`src/rtl/mac_irq_pkg.sv`:
```
package mac_irq_pkg;
  localparam int unsigned REG_W = 32;

  localparam int unsigned BIT_HB     = 31;
  localparam int unsigned BIT_RXBAB  = 30;
  localparam int unsigned BIT_TXBAB  = 29;
  localparam int unsigned BIT_GSTOP  = 28;
  localparam int unsigned BIT_TXF    = 27;
  localparam int unsigned BIT_MII    = 23;
  localparam int unsigned BIT_LCOL   = 21;
  localparam int unsigned BIT_RLIM   = 20;
  localparam int unsigned BIT_TXUN   = 19;
  localparam int unsigned BIT_TXFERR = 18;
  localparam int unsigned BIT_RXFERR = 17;

  localparam logic [REG_W-1:0] IMPL_MASK = 32'hF8BE_0000;

  typedef struct packed {
    logic hb_err;
    logic rx_bab;
    logic tx_bab;
    logic gstop;
    logic tx_frame;
    logic mii_done;
    logic late_col;
    logic retry_lim;
    logic tx_under;
    logic tx_ferr;
    logic rx_ferr;
  } ev_set_t;

  function automatic logic [REG_W-1:0] ev_to_vec(ev_set_t e);
    logic [REG_W-1:0] v;
    v             = '0;
    v[BIT_HB]     = e.hb_err;
    v[BIT_RXBAB]  = e.rx_bab;
    v[BIT_TXBAB]  = e.tx_bab;
    v[BIT_GSTOP]  = e.gstop;
    v[BIT_TXF]    = e.tx_frame;
    v[BIT_MII]    = e.mii_done;
    v[BIT_LCOL]   = e.late_col;
    v[BIT_RLIM]   = e.retry_lim;
    v[BIT_TXUN]   = e.tx_under;
    v[BIT_TXFERR] = e.tx_ferr;
    v[BIT_RXFERR] = e.rx_ferr;
    return v;
  endfunction
endpackage

```
`src/rtl/irq_hb_check.sv`:
```
module irq_hb_check #(
  parameter int unsigned WIN_W = 8
) (
  input  logic             clk_i,
  input  logic             rst_ni,
  input  logic             en_i,
  input  logic [WIN_W-1:0] win_i,
  input  logic             eof_i,
  input  logic             col_i,
  output logic             err_o
);
  localparam logic [WIN_W-1:0] ONE = WIN_W'(1);

  logic             act_q;
  logic [WIN_W-1:0] cnt_q;
  logic             last_cyc;
  logic             start;

  assign last_cyc = (cnt_q == ONE);
  assign start    = eof_i & en_i;
  assign err_o    = act_q & ~col_i & last_cyc;

  always_ff @(posedge clk_i or negedge rst_ni) begin
    if (!rst_ni) begin
      act_q <= 1'b0;
      cnt_q <= '0;
    end else if (start) begin
      act_q <= 1'b1;
      cnt_q <= (win_i == '0) ? ONE : win_i;
    end else if (act_q) begin
      if (col_i || last_cyc) act_q <= 1'b0;
      else                   cnt_q <= cnt_q - ONE;
    end
  end

  // collision seen inside window closes it without error
  a_r6_col_closes: assert property (@(posedge clk_i) disable iff (!rst_ni)
    (act_q && col_i && !start) |=> !act_q);
  a_r6_cnt_live: assert property (@(posedge clk_i) disable iff (!rst_ni)
    act_q |-> (cnt_q != '0));
endmodule

```
`src/rtl/irq_babble_det.sv`:
```
module irq_babble_det #(
  parameter int unsigned LEN_W = 11
) (
  input  logic             clk_i,
  input  logic             rst_ni,
  input  logic             byte_i,
  input  logic             eof_i,
  input  logic [LEN_W-1:0] max_len_i,
  output logic             over_o
);
  localparam int unsigned CNT_W = LEN_W + 1;
  localparam logic [CNT_W-1:0] CNT_SAT = {1'b1, {LEN_W{1'b0}}};

  logic [CNT_W-1:0] cnt_q;
  logic [CNT_W-1:0] cnt_inc;
  logic             flag_q;

  // saturates at 2^LEN_W, one past the largest limit
  assign cnt_inc = (cnt_q == CNT_SAT) ? cnt_q : cnt_q + CNT_W'(1);
  assign over_o  = byte_i & ~flag_q & (cnt_inc > {1'b0, max_len_i});

  always_ff @(posedge clk_i or negedge rst_ni) begin
    if (!rst_ni) begin
      cnt_q  <= '0;
      flag_q <= 1'b0;
    end else if (eof_i) begin
      cnt_q  <= '0;
      flag_q <= 1'b0;
    end else if (byte_i) begin
      cnt_q  <= cnt_inc;
      flag_q <= flag_q | over_o;
    end
  end

  // at most one report per frame
  a_r7_no_repeat: assert property (@(posedge clk_i) disable iff (!rst_ni)
    (over_o && !eof_i) |=> !over_o);
endmodule

```
`src/rtl/irq_gstop_ctl.sv`:
```
module irq_gstop_ctl (
  input  logic clk_i,
  input  logic rst_ni,
  input  logic gts_i,
  input  logic tfc_i,
  input  logic pause_rx_i,
  input  logic tx_byte_i,
  input  logic tx_eof_i,
  output logic done_o
);
  logic gts_q, tfc_q, pend_q, in_frame_q;
  logic req;

  assign req    = (gts_i & ~gts_q) | (tfc_i & ~tfc_q) | pause_rx_i;
  assign done_o = pend_q & ~in_frame_q;

  always_ff @(posedge clk_i or negedge rst_ni) begin
    if (!rst_ni) begin
      gts_q      <= 1'b0;
      tfc_q      <= 1'b0;
      pend_q     <= 1'b0;
      in_frame_q <= 1'b0;
    end else begin
      gts_q  <= gts_i;
      tfc_q  <= tfc_i;
      pend_q <= (pend_q & ~done_o) | req;
      if (tx_eof_i)       in_frame_q <= 1'b0;
      else if (tx_byte_i) in_frame_q <= 1'b1;
    end
  end

  // completion releases the pending stop
  a_r8_done_releases: assert property (@(posedge clk_i) disable iff (!rst_ni)
    (done_o && !req) |=> !pend_q);
  // no completion while a frame is on the wire
  a_r8_wait_frame: assert property (@(posedge clk_i) disable iff (!rst_ni)
    (pend_q && tx_byte_i && !tx_eof_i) |=> !done_o);
endmodule

```
`src/rtl/mac_irq_event.sv`:
```
module mac_irq_event
  import mac_irq_pkg::*;
#(
  parameter int unsigned HB_W  = 8,
  parameter int unsigned LEN_W = 11
) (
  input  logic             clk_i,
  input  logic             rst_ni,
  input  logic             reg_sel_i,
  input  logic             reg_we_i,
  input  logic [31:0]      reg_wdata_i,
  output logic [31:0]      reg_rdata_o,
  input  logic             hb_en_i,
  input  logic [HB_W-1:0]  hb_window_i,
  input  logic [LEN_W-1:0] max_len_i,
  input  logic             gts_req_i,
  input  logic             tfc_req_i,
  input  logic             rx_pause_i,
  input  logic             tx_byte_i,
  input  logic             tx_eof_i,
  input  logic             rx_byte_i,
  input  logic             rx_eof_i,
  input  logic             col_i,
  input  logic             tx_done_i,
  input  logic             mii_done_i,
  input  logic             late_col_i,
  input  logic             retry_lim_i,
  input  logic             tx_under_i,
  input  logic             tx_ferr_i,
  input  logic             rx_ferr_i,
  output logic             irq_o
);
  localparam int unsigned NDIR = 2; // 0 receive, 1 transmit

  logic [REG_W-1:0] ev_q, mask_q, set_vec, clr_vec;
  logic [NDIR-1:0]  dir_byte, dir_eof, dir_over;
  logic             hb_err, gs_done;
  ev_set_t          ev_set;

  irq_hb_check #(.WIN_W(HB_W)) u_hb (
    .clk_i (clk_i), .rst_ni (rst_ni), .en_i (hb_en_i), .win_i (hb_window_i),
    .eof_i (tx_eof_i), .col_i (col_i), .err_o (hb_err)
  );

  assign dir_byte = {tx_byte_i, rx_byte_i};
  assign dir_eof  = {tx_eof_i,  rx_eof_i};

  for (genvar d = 0; d < NDIR; d++) begin : g_bab
    irq_babble_det #(.LEN_W(LEN_W)) u_bab (
      .clk_i (clk_i), .rst_ni (rst_ni), .byte_i (dir_byte[d]),
      .eof_i (dir_eof[d]), .max_len_i (max_len_i), .over_o (dir_over[d])
    );
  end

  irq_gstop_ctl u_gs (
    .clk_i (clk_i), .rst_ni (rst_ni), .gts_i (gts_req_i), .tfc_i (tfc_req_i),
    .pause_rx_i (rx_pause_i), .tx_byte_i (tx_byte_i), .tx_eof_i (tx_eof_i),
    .done_o (gs_done)
  );

  always_comb begin
    ev_set.hb_err    = hb_err;
    ev_set.rx_bab    = dir_over[0];
    ev_set.tx_bab    = dir_over[1];
    ev_set.gstop     = gs_done;
    ev_set.tx_frame  = tx_done_i;
    ev_set.mii_done  = mii_done_i;
    ev_set.late_col  = late_col_i;
    ev_set.retry_lim = retry_lim_i;
    ev_set.tx_under  = tx_under_i;
    ev_set.tx_ferr   = tx_ferr_i;
    ev_set.rx_ferr   = rx_ferr_i;
  end

  assign set_vec = ev_to_vec(ev_set);
  assign clr_vec = (reg_we_i && !reg_sel_i) ? reg_wdata_i : '0;

  always_ff @(posedge clk_i or negedge rst_ni) begin
    if (!rst_ni) begin
      ev_q   <= '0;
      mask_q <= '0;
    end else begin
      ev_q <= ((ev_q & ~clr_vec) | set_vec) & IMPL_MASK;  // set beats clear
      if (reg_we_i && reg_sel_i) mask_q <= reg_wdata_i & IMPL_MASK;
    end
  end

  assign reg_rdata_o = reg_sel_i ? mask_q : ev_q;
  assign irq_o       = |(ev_q & mask_q);

  // reserved positions never hold a 1
  a_r2_reserved_zero: assert property (@(posedge clk_i) disable iff (!rst_ni)
    ((ev_q | mask_q) & ~IMPL_MASK) == '0);
  // a strobe always lands even under a clearing write
  a_r4_set_wins: assert property (@(posedge clk_i) disable iff (!rst_ni)
    (set_vec != '0) |=> ((ev_q & $past(set_vec)) == $past(set_vec)));
  // written ones are cleared when nothing sets them
  a_r3_write_clears: assert property (@(posedge clk_i) disable iff (!rst_ni)
    (reg_we_i && !reg_sel_i && set_vec == '0) |=> ((ev_q & $past(reg_wdata_i)) == '0));
  // without an event write no bit drops
  a_r3_no_loss: assert property (@(posedge clk_i) disable iff (!rst_ni)
    !(reg_we_i && !reg_sel_i) |=> ((ev_q & $past(ev_q)) == $past(ev_q)));
endmodule

```
`config.mk`:
```
export PLATFORM = sky130hd
export DESIGN_NAME = mac_irq_event
export DESIGN_NICKNAME = d
export VERILOG_FILES = /design/src/rtl/mac_irq_pkg.sv /design/src/rtl/irq_hb_check.sv /design/src/rtl/irq_babble_det.sv /design/src/rtl/irq_gstop_ctl.sv /design/src/rtl/mac_irq_event.sv
export SDC_FILE = /design/constraint.sdc
export NUM_CORES = 1
export LEC_CHECK = 0
export ABC_AREA = 1
export BUFFER_PORTS_ARGS = -buffer_cell sky130_fd_sc_hd__buf_2
export CAP_MARGIN = 20
export CORE_AREA = 2 2 135 137
export CTS_CLUSTER_SIZE = 12
export DETAILED_ROUTE_END_ITERATION = 6
export DIE_AREA = 0 0 137 139
export MAX_ROUTING_LAYER = met4
export SLEW_MARGIN = 40
export SYNTH_ARGS = -nofsm -noshare
export SYNTH_HDL_FRONTEND = slang
export SYNTH_HIERARCHICAL = 1
export SYNTH_SLANG_ARGS = --single-unit
```
`constraint.sdc`:
```
create_clock -name clk_i -period 4.15 [get_ports clk_i]
set_clock_uncertainty 0.2 [all_clocks]
set_input_delay 0.6225 -clock clk_i [delete_from_list [all_inputs] [get_ports clk_i]]
set_output_delay 0.6225 -clock clk_i [all_outputs]
set_load 0.05 [all_outputs]
```
==> results of run 1 <==
## state kept, by name (all words and copies together) (netlist names), 2 cells and up
signal and cells:
g_bab.u_bab/cnt_q 24, ev_q 11, mask_q 11, g_bab.u_bab/flag_q 2, u_hb/cnt_q 8
## per-stage QoR
| stage | hold WS, ns | power (mW) | worst slack [ns] | instances | area (um^2) |
|---|---|---|---|---|---|
| final | 0.07456 | 1.957 | 1.386 | 902 | 5122 |
| after global routing | 0.1094 | 2.088 | 1.064 | 902 | 5122 |
| after floorplan | 0.1269 | 1.064 | 1.732 | 625 | 4409 |
| after global placement | 0.2934 | 1.160 | 1.372 | 887 | 4806 |
| after CTS | 0.09599 | 1.991 | 1.332 | 902 | 5122 |
| after detailed placement | 0.2954 | 1.167 | 1.341 | 887 | 4808 |
## layout make-up
class | count | area (um^2)
Timing Repair Buffer | 63 | 322.8
Clock buffer | 10 | 239.0
Inverter | 119 | 451.7
Tap cell | 229 | 286.5
Multi-Input combinational cell | 415 | 2221
Fill cell | 1968 | 12530
Sequential cell | 61 | 1526
Clock inverter | 5 | 75.07
## layout by cell type (no fill, tap or decap), types with 2 or more instances in the layout
cell type / instances
buf_4: 3
buf_2: 60
a21oi_2: 2
nand4_2: 2
nor2_4: 5
ha_1: 28
nand3_2: 4
a211oi_1: 2
inv_1: 105
clkbuf_16: 9
dfrtp_1: 61
clkinv_2: 3
a21oi_1: 7
or2_2: 4
xor2_1: 12
nand2_1: 161
o21ai_0: 12
nor2_2: 2
nand3_1: 32
inv_2: 13
o211ai_1: 2
o21ai_1: 26
o22ai_1: 19
nand4_1: 5
nand2_2: 7
nor3_1: 4
nor4_1: 3
nor2_1: 47
bufinv_16: 2
conb_1: 21
## cell families (layout without fill, tap and decap cells)
group	after synthesis	in the layout
xor gates and xnor gates	13	13
adders and majority gates	28	28
buffers and inverters	149	197
and+or+nand+nor	280	280
AOI/OAI and AO/OA	73	73
other	1	21
DFF	61	61
## metal layers
metal,vias up,track usage
li1,1984,-
met2,58,0.1809
met3,9,0.02741
met1,1712,0.1460
met4,0,0.04015
met5,-,-
## Yosys cell counts (3+ instances only)
library cell | n | area share
o21ai_1 | 26 | 0.030
nor2_1 | 47 | 0.041
o21ai_0 | 12 | 0.014
nor4_1 | 3 | 0.0043
o22ai_1 | 19 | 0.027
xor2_1 | 12 | 0.024
inv_1 | 105 | 0.091
dfrtp_1 | 61 | 0.35
nand2_2 | 7 | 0.010
nand4_1 | 5 | 0.0072
nand3_1 | 32 | 0.037
ha_1 | 28 | 0.081
buf_2 | 3 | 0.0035
nor2_4 | 5 | 0.013
nand2_1 | 161 | 0.14
inv_2 | 13 | 0.011
nor3_1 | 4 | 0.0046
clkbuf_1 | 4 | 0.0035
buf_4 | 21 | 0.036
or2_2 | 4 | 0.0058
nand3_2 | 4 | 0.0092
a21oi_1 | 7 | 0.0081
## how the worst min path moves through the flow
stage | from | endpoint | slack (ns)
detailed placement | ev_q[17] | ev_q[17] | 0.30
floorplan | rst_ni | ev_q[17] | 0.13
global placement | ev_q[17] | ev_q[17] | 0.29
finish | rst_ni | g_bab[1].u_bab/cnt_q[0] | 0.07
CTS | rst_ni | g_bab[1].u_bab/cnt_q[1] | 0.1
global route | rst_ni | g_bab[1].u_bab/cnt_q[1] | 0.11
## power by group
part	total (mW)	internal (mW)	switching, mW	leakage, nW
Clock	0.804	0.535	0.269	0.158
Combinational	0.452	0.143	0.309	1.87
Sequential	0.701	0.650	0.0506	0.771
Total	1.96	1.33	0.629	2.80
==> impl_results.md, run 1 <==
- Post-DP HPWL: between 7000 and 8000 um
- Status: finished clean
- # Post-CTS Setup Buffers: 0
- RSZ-0062 raised after global routing: no
- Sequential share of the synthesized area: 0.3522
- CTS Buf Count: 9
- Synthesized-area fraction occupied by adder cells: 0.08083
- Critical Path AT: 2.78 ns
- Final Max Slew Viols: 0
- Wirelength, routed: between 10000 and 15000 um
- Met2 WL post-DR: approximately 4800 um
- Final nets: roughly 770
- Post-Route Utilization: 0.2901
- Proportion of layout cells with a drive suffix above 1: 0.1828
- Max Cap Violations: 0
- Pwr dens: ~380 mW/mm^2
- Final setup violation count: 0
- FFs w/ async S/R, synth: 1.000
- Critical path type: flop to flop
- Largest family of logic cells by synthesized area: simple AND/OR/NAND/NOR gates
- Initial antenna violation count: 0
- Slowest cell on crit path: dfrtp_1
- EDFF count, synth: 0
- Setup crit end kind: flop
- WP data required: between 4 and 5 ns
- Worst relative slew slack: 0.6387
- Clock Sinks: 61
- Crit-path max cell delay: 0.37 ns
- Critical path, cell by cell: ha_1, nand2_1, nor2_1, inv_1, nor2_1, xor2_1, inv_1, ha_1, nand2_1, nor2_1, a211oi_1, nor2_1, nor2_1, nand2_1, nand3_2, nor2_1, inv_1, nand2_1
- Starting Density: 0.2455
- Synth Cell Area: ~0.0043 mm^2
- Top Layer Used: met4
- Setup_tns: 0 ns
- Critical path peak fanout: 3
- Die height: 139 um
- CTS tree: done
- Period Utilization, post-route: 0.6661
- Antenna viol nets, final: 0
- Drt wl/cell: 11.30 um
- Worst Setup SP: g_bab[1].u_bab/cnt_q[1]
- Hold-fix buffers at CTS: 0
- R2R cell count: 18
- Core Area: around 0.018 mm^2
- Most frequent CP cell: nor2_1
- Synth Area in Simple Gates: 0.2881
- R2r endpoint: ev_q[29]
- Drt pass-1 iters: 4
- Worst r2r src: g_bab[1].u_bab/cnt_q[1]
- Metal1 wirelength: just under 5000 um
- GRT Total Usage: 0.1159
- RePlAce Congestion: 0.8146
- First-pass GRT wire length: roughly 17000 um
- CP Launch Type: flop
- Yosys reg bits: 61
- Min Tclk post-route: roughly 2.8 ns
- Avg Cell Area, Syn: approximately 7.2 um^2
- Die area: roughly 0.019 mm^2
- Hold Path Class: input port to asynchronous set/reset pin
- DR DRC count: 0
- Mux contribution to synthesized area: 0
- Vias per cell: about 4.2
- Worst Path Buf+Inv: 3
- Slew @ Worst Pin: 0.5419 ns
- Die X: 137 um
- Synth Area in XOR/XNOR: 0.02627
- # rows: between 40 and 50
- Insertion delay to the later sink of the worst-skew pair: about 0.33 ns
- FF-to-FF setup slack: 1.39 ns
- CP delay by family, top: simple AND/OR/NAND/NOR gates
- Compound-Gate Fraction of Synth Area: 0.09902
- Vias in the first global route: about 3700
- Ant diodes: 0
- Cell variety after synth: 38
- Peak Freq: roughly 360 MHz
- Clock transition at path regs: approximately 0.050 ns
- Initial drt markers: approximately 220
- Most used DFF post-synth: dfrtp_1
- Yosys Warn Count: 6
- Via count: ~3800
- Pin count of the biggest net entering global routing: 38
- Crit path depth: 18
- Met3 routed WL: 361 um
- Static leakage: about 2.8 nW
- Setup crit end: ev_q[29]
- Overflow left after global routing: 0
- Final hold violation count: 0
- Synth Instances: 605
- I/O pin total: approximately 100
- Port bufs: 61
- Maximum root-to-sink buffer count: 2
- Area grow syn2layout: 18.19%
- Peak supply drop: between 0.15 and 0.2 mV
- CTS H-tree lvls: 3
- Resized cells post-CTS: 0
- Clock Tree Root: clkbuf_16
No activity file was read; power rests on OpenSTA's default activity.
==> run 2, diff against run 1 <==
==> constraint.sdc (replaced) <==
create_clock -name clk_i -period 2.7 [get_ports clk_i]
set_clock_uncertainty 0.2 [all_clocks]
set_input_delay 0.405 -clock clk_i [delete_from_list [all_inputs] [get_ports clk_i]]
set_output_delay 0.405 -clock clk_i [all_outputs]
set_load 0.05 [all_outputs]
==> run 2 against run 1 <==
  * Non-clock buffer count rose by 30
  * Sequential power rose by 54%
  * Total power rose by 45%
  * Final area rose by 7.8%
  * Routed wire length rose by 3.8%
  * Highest routed layer unchanged
  * Cell count rose by 3.3%
==> impl_results.md, run 2 (synthesis gave the netlist of run 1 again) <==
- Status: finished clean (unchanged)
- CTS H-tree lvls: 3 (unchanged)
- Final hold violation count: 0 (unchanged)
- Max reg flops: 24 (unchanged)
- Final Max Slew Viols: 0 (unchanged)
- Wirelength, routed: 10580 um (was 10190 um)
- I/O pin total: 104 (unchanged)
- CTS Buf Count: 9 (unchanged)
- Clock transition at path regs: 0.06 ns (was 0.05 ns)
- Hold Slack: 0.05729 ns (was 0.07456 ns)
- Setup_tns: 0 ns (unchanged)
- Worst setup margin: 0.1784 ns (was 1.386 ns)
- Clock Sinks: 61 (unchanged)
- RePlAce Congestion: 0.8201 (was 0.8146)
- Drt wl/cell: 11.35 um (was 11.30 um)
- Proportion of layout cells with a drive suffix above 1: 0.2760 (was 0.1828)
- Ant diodes: 0 (unchanged)
- Core Area: 0.01766 mm^2 (unchanged)
- Port bufs: 61 (unchanged)
- Overflow left after global routing: 0 (unchanged)
- First-pass GRT wire length: 16950 um (was 17060 um)
- Antenna viol nets, final: 0 (unchanged)
- # rows: 49 (unchanged)
- FF-to-FF setup slack: 0.18 ns (was 1.39 ns)
- Placed Cells incl. Taps: 904 (was 887)
- Critical Path AT: 2.53 ns (was 2.78 ns)
- Static leakage: 2.944 nW (was 2.799 nW)
- Die height: 139 um (unchanged)
- Via count: 3861 (was 3763)
- Final non-filler cell total: 932 (was 902)
- Slew @ Worst Pin: 0.6552 ns (was 0.5419 ns)
- Die X: 137 um (unchanged)
- Clock Tree Root: clkbuf_16 (unchanged)
- Commonest non-fill, non-tap cells in the layout: nand2_1 (155), inv_1 (89), dfrtp_1 (61), buf_2 (61), nor2_1 (40) (was nand2_1 (161), inv_1 (105), dfrtp_1 (61))
- Peak supply drop: 0.2412 mV (was 0.1549 mV)
- CTS tree: done (unchanged)
- Vias in the first global route: 3704 (was 3662)
- Critical path, cell by cell: nand2_1, inv_2, nand2_4, nor3_4, nand4_1, buf_4, o21ai_1, nand2_2, inv_2, ha_4, nand3_4, nor2_1, nor2_1, nand2_1, nand3_2, nor2_4, inv_1, nand2_1 (was ha_1, nand2_1, nor2_1, inv_1, nor2_1, xor2_1, inv_1, ha_1, nand2_1, nor2_1, a211oi_1, nor2_1, nor2_1, nand2_1, nand3_2, nor2_1, inv_1, nand2_1)
- Most flop-heavy register: g_bab.u_bab/cnt_q (unchanged)
- Final setup violation count: 0 (unchanged)
- Max Cap Violations: 0 (unchanged)
- Dpl ws: -0.07984 ns (was 1.341 ns)
- Cell area after layout: 0.005522 mm^2 (was 0.005122 mm^2)
- Worst Setup SP: g_bab[0].u_bab/cnt_q[2] (was g_bab[1].u_bab/cnt_q[1])
- CP Launch Type: flop (unchanged)
- Largest registers: g_bab.u_bab/cnt_q x24, ev_q x11, mask_q x11 (unchanged)
- Worst hold start: mii_done_i
- DR DRC count: 0 (unchanged)
- Hold path depth: 3
- Crit-path max cell delay: 0.37 ns (about the same)
- Pwr dens: 514.1 mW/mm^2 (was 382.0 mW/mm^2)
- Post-DP HPWL: 8044 um (was 7922 um)
- Setup crit end kind: flop (unchanged)
- Commonest non-fill, non-tap cell in the layout: nand2_1 (unchanged)
- Drt pass-1 iters: 4 (unchanged)
- Most frequent CP cell: nand2_1 (was nor2_1)
- Peak Freq: 396.6 MHz (was 361.8 MHz)
- Critical path type: flop to flop (unchanged)
- R2r endpoint: ev_q[30] (was ev_q[29])
- Worst r2r src: g_bab[0].u_bab/cnt_q[2] (was g_bab[1].u_bab/cnt_q[1])
- Area grow syn2layout: 27.40% (was 18.19%)
- Hold Path Class: input port to flop (was input port to asynchronous set/reset pin)
- R2R cell count: 18 (unchanged)
- Min Tclk post-route: 2.522 ns (was 2.764 ns)
- RSZ-0062 raised after global routing: yes (was no)
- Slowest cell on crit path: dfrtp_1 (unchanged)
- Worst Hold End: ev_q[23]
- Critical path peak fanout: 3 (unchanged)
- Fill cell count: 1918 (was 1968)
- Initial antenna violation count: 0 (unchanged)
- Insertion delay to the later sink of the worst-skew pair: 0.33 ns (about the same)
- Die area: 0.01904 mm^2 (unchanged)
- Period Utilization, post-route: 0.9339 (was 0.6661)
- Starting Density: 0.2455 (unchanged)
- Pin count of the biggest net entering global routing: 25 (was 38)
- Final nets: 798 (was 768)
- Initial drt markers: 158 (was 221)
- Worst relative slew slack: 0.5632 (was 0.6387)
- Vias per cell: 4.143 (was 4.172)
- Dpl cell area: 0.004959 mm^2 (was 0.004808 mm^2)
- Maximum root-to-sink buffer count: 2 (unchanged)
- GRT Total Usage: 0.1160 (was 0.1159)
- WP data required: 2.71 ns (was 4.17 ns)
[run 2: repair_timing]
action | in CTS | in global routing
pin swaps | 0 | 35
hold buffers | 3 | 0
endpoints found under the setup margin | 2 | 4
gates cloned | 0 | 0
resized for setup | 2 | 56
endpoints found under the hold margin | 24 | 0
buffers inserted | 0 | 10
[run 2: cell type report]
cell class / count / area (um^2) / area share
tap: 229 / 286.5 / 0.05189
sequential: 61 / 1526 / 0.2765
clock inverter: 4 / 26.28 / 0.004759
clock buffer: 11 / 232.7 / 0.04215
inverter: 119 / 451.7 / 0.08180
multi-input combinational: 415 / 2420 / 0.4383
timing repair buffer: 93 / 578.1 / 0.1047
[run 2: metal layers]
layer	wire length, um	vias up	global-route usage
li1	-	2037	-
met5	0	-	-
met3	355	9	0.02851
met1	4933	1758	0.1412
met4	127	0	0.03364
met2	5160	57	0.1893
[run 2: worst max path at each step]
| stage | end | slack, ns | depth (start not counted) |
|---|---|---|---|
| floorplan | ev_q[29] | 0.28 | 18 |
| detailed placement | ev_q[30] | -0.08 | 16 |
| global placement | ev_q[30] | -0.02 | 16 |
| global route | ev_q[30] | -0.02 | 18 |
| CTS | ev_q[30] | 0.004 | 16 |
| finish | ev_q[30] | 0.18 | 18 |
[run 2: power breakdown]
group	internal [mW]	total, mW	switching [mW]
clock	0.614	1.02	0.409
sequential	1.00	1.08	0.0779
combinational	0.248	0.738	0.491
total	1.86	2.84	0.978
[run 2: critical path: cells and delay by family (launching register included)]
kind / cells / cell delay [ns]
and+or+nand+nor: 12 / 1.13
adders and majority gates: 1 / 0.21
AOI/OAI and AO/OA: 1 / 0.14
buffers and inverters: 4 / 0.35
DFF: 1 / 0.37
[run 2: stage by stage]
stage | power, mW | util
2_1_floorplan | 1.636 | -
3_3_place_gp | 1.804 | 0.2808
3_5_place_dp | 1.815 | 0.2808
4_1_cts | 2.876 | 0.2976
5_1_grt | 3.043 | 0.3127
6_report | 2.839 | 0.3127
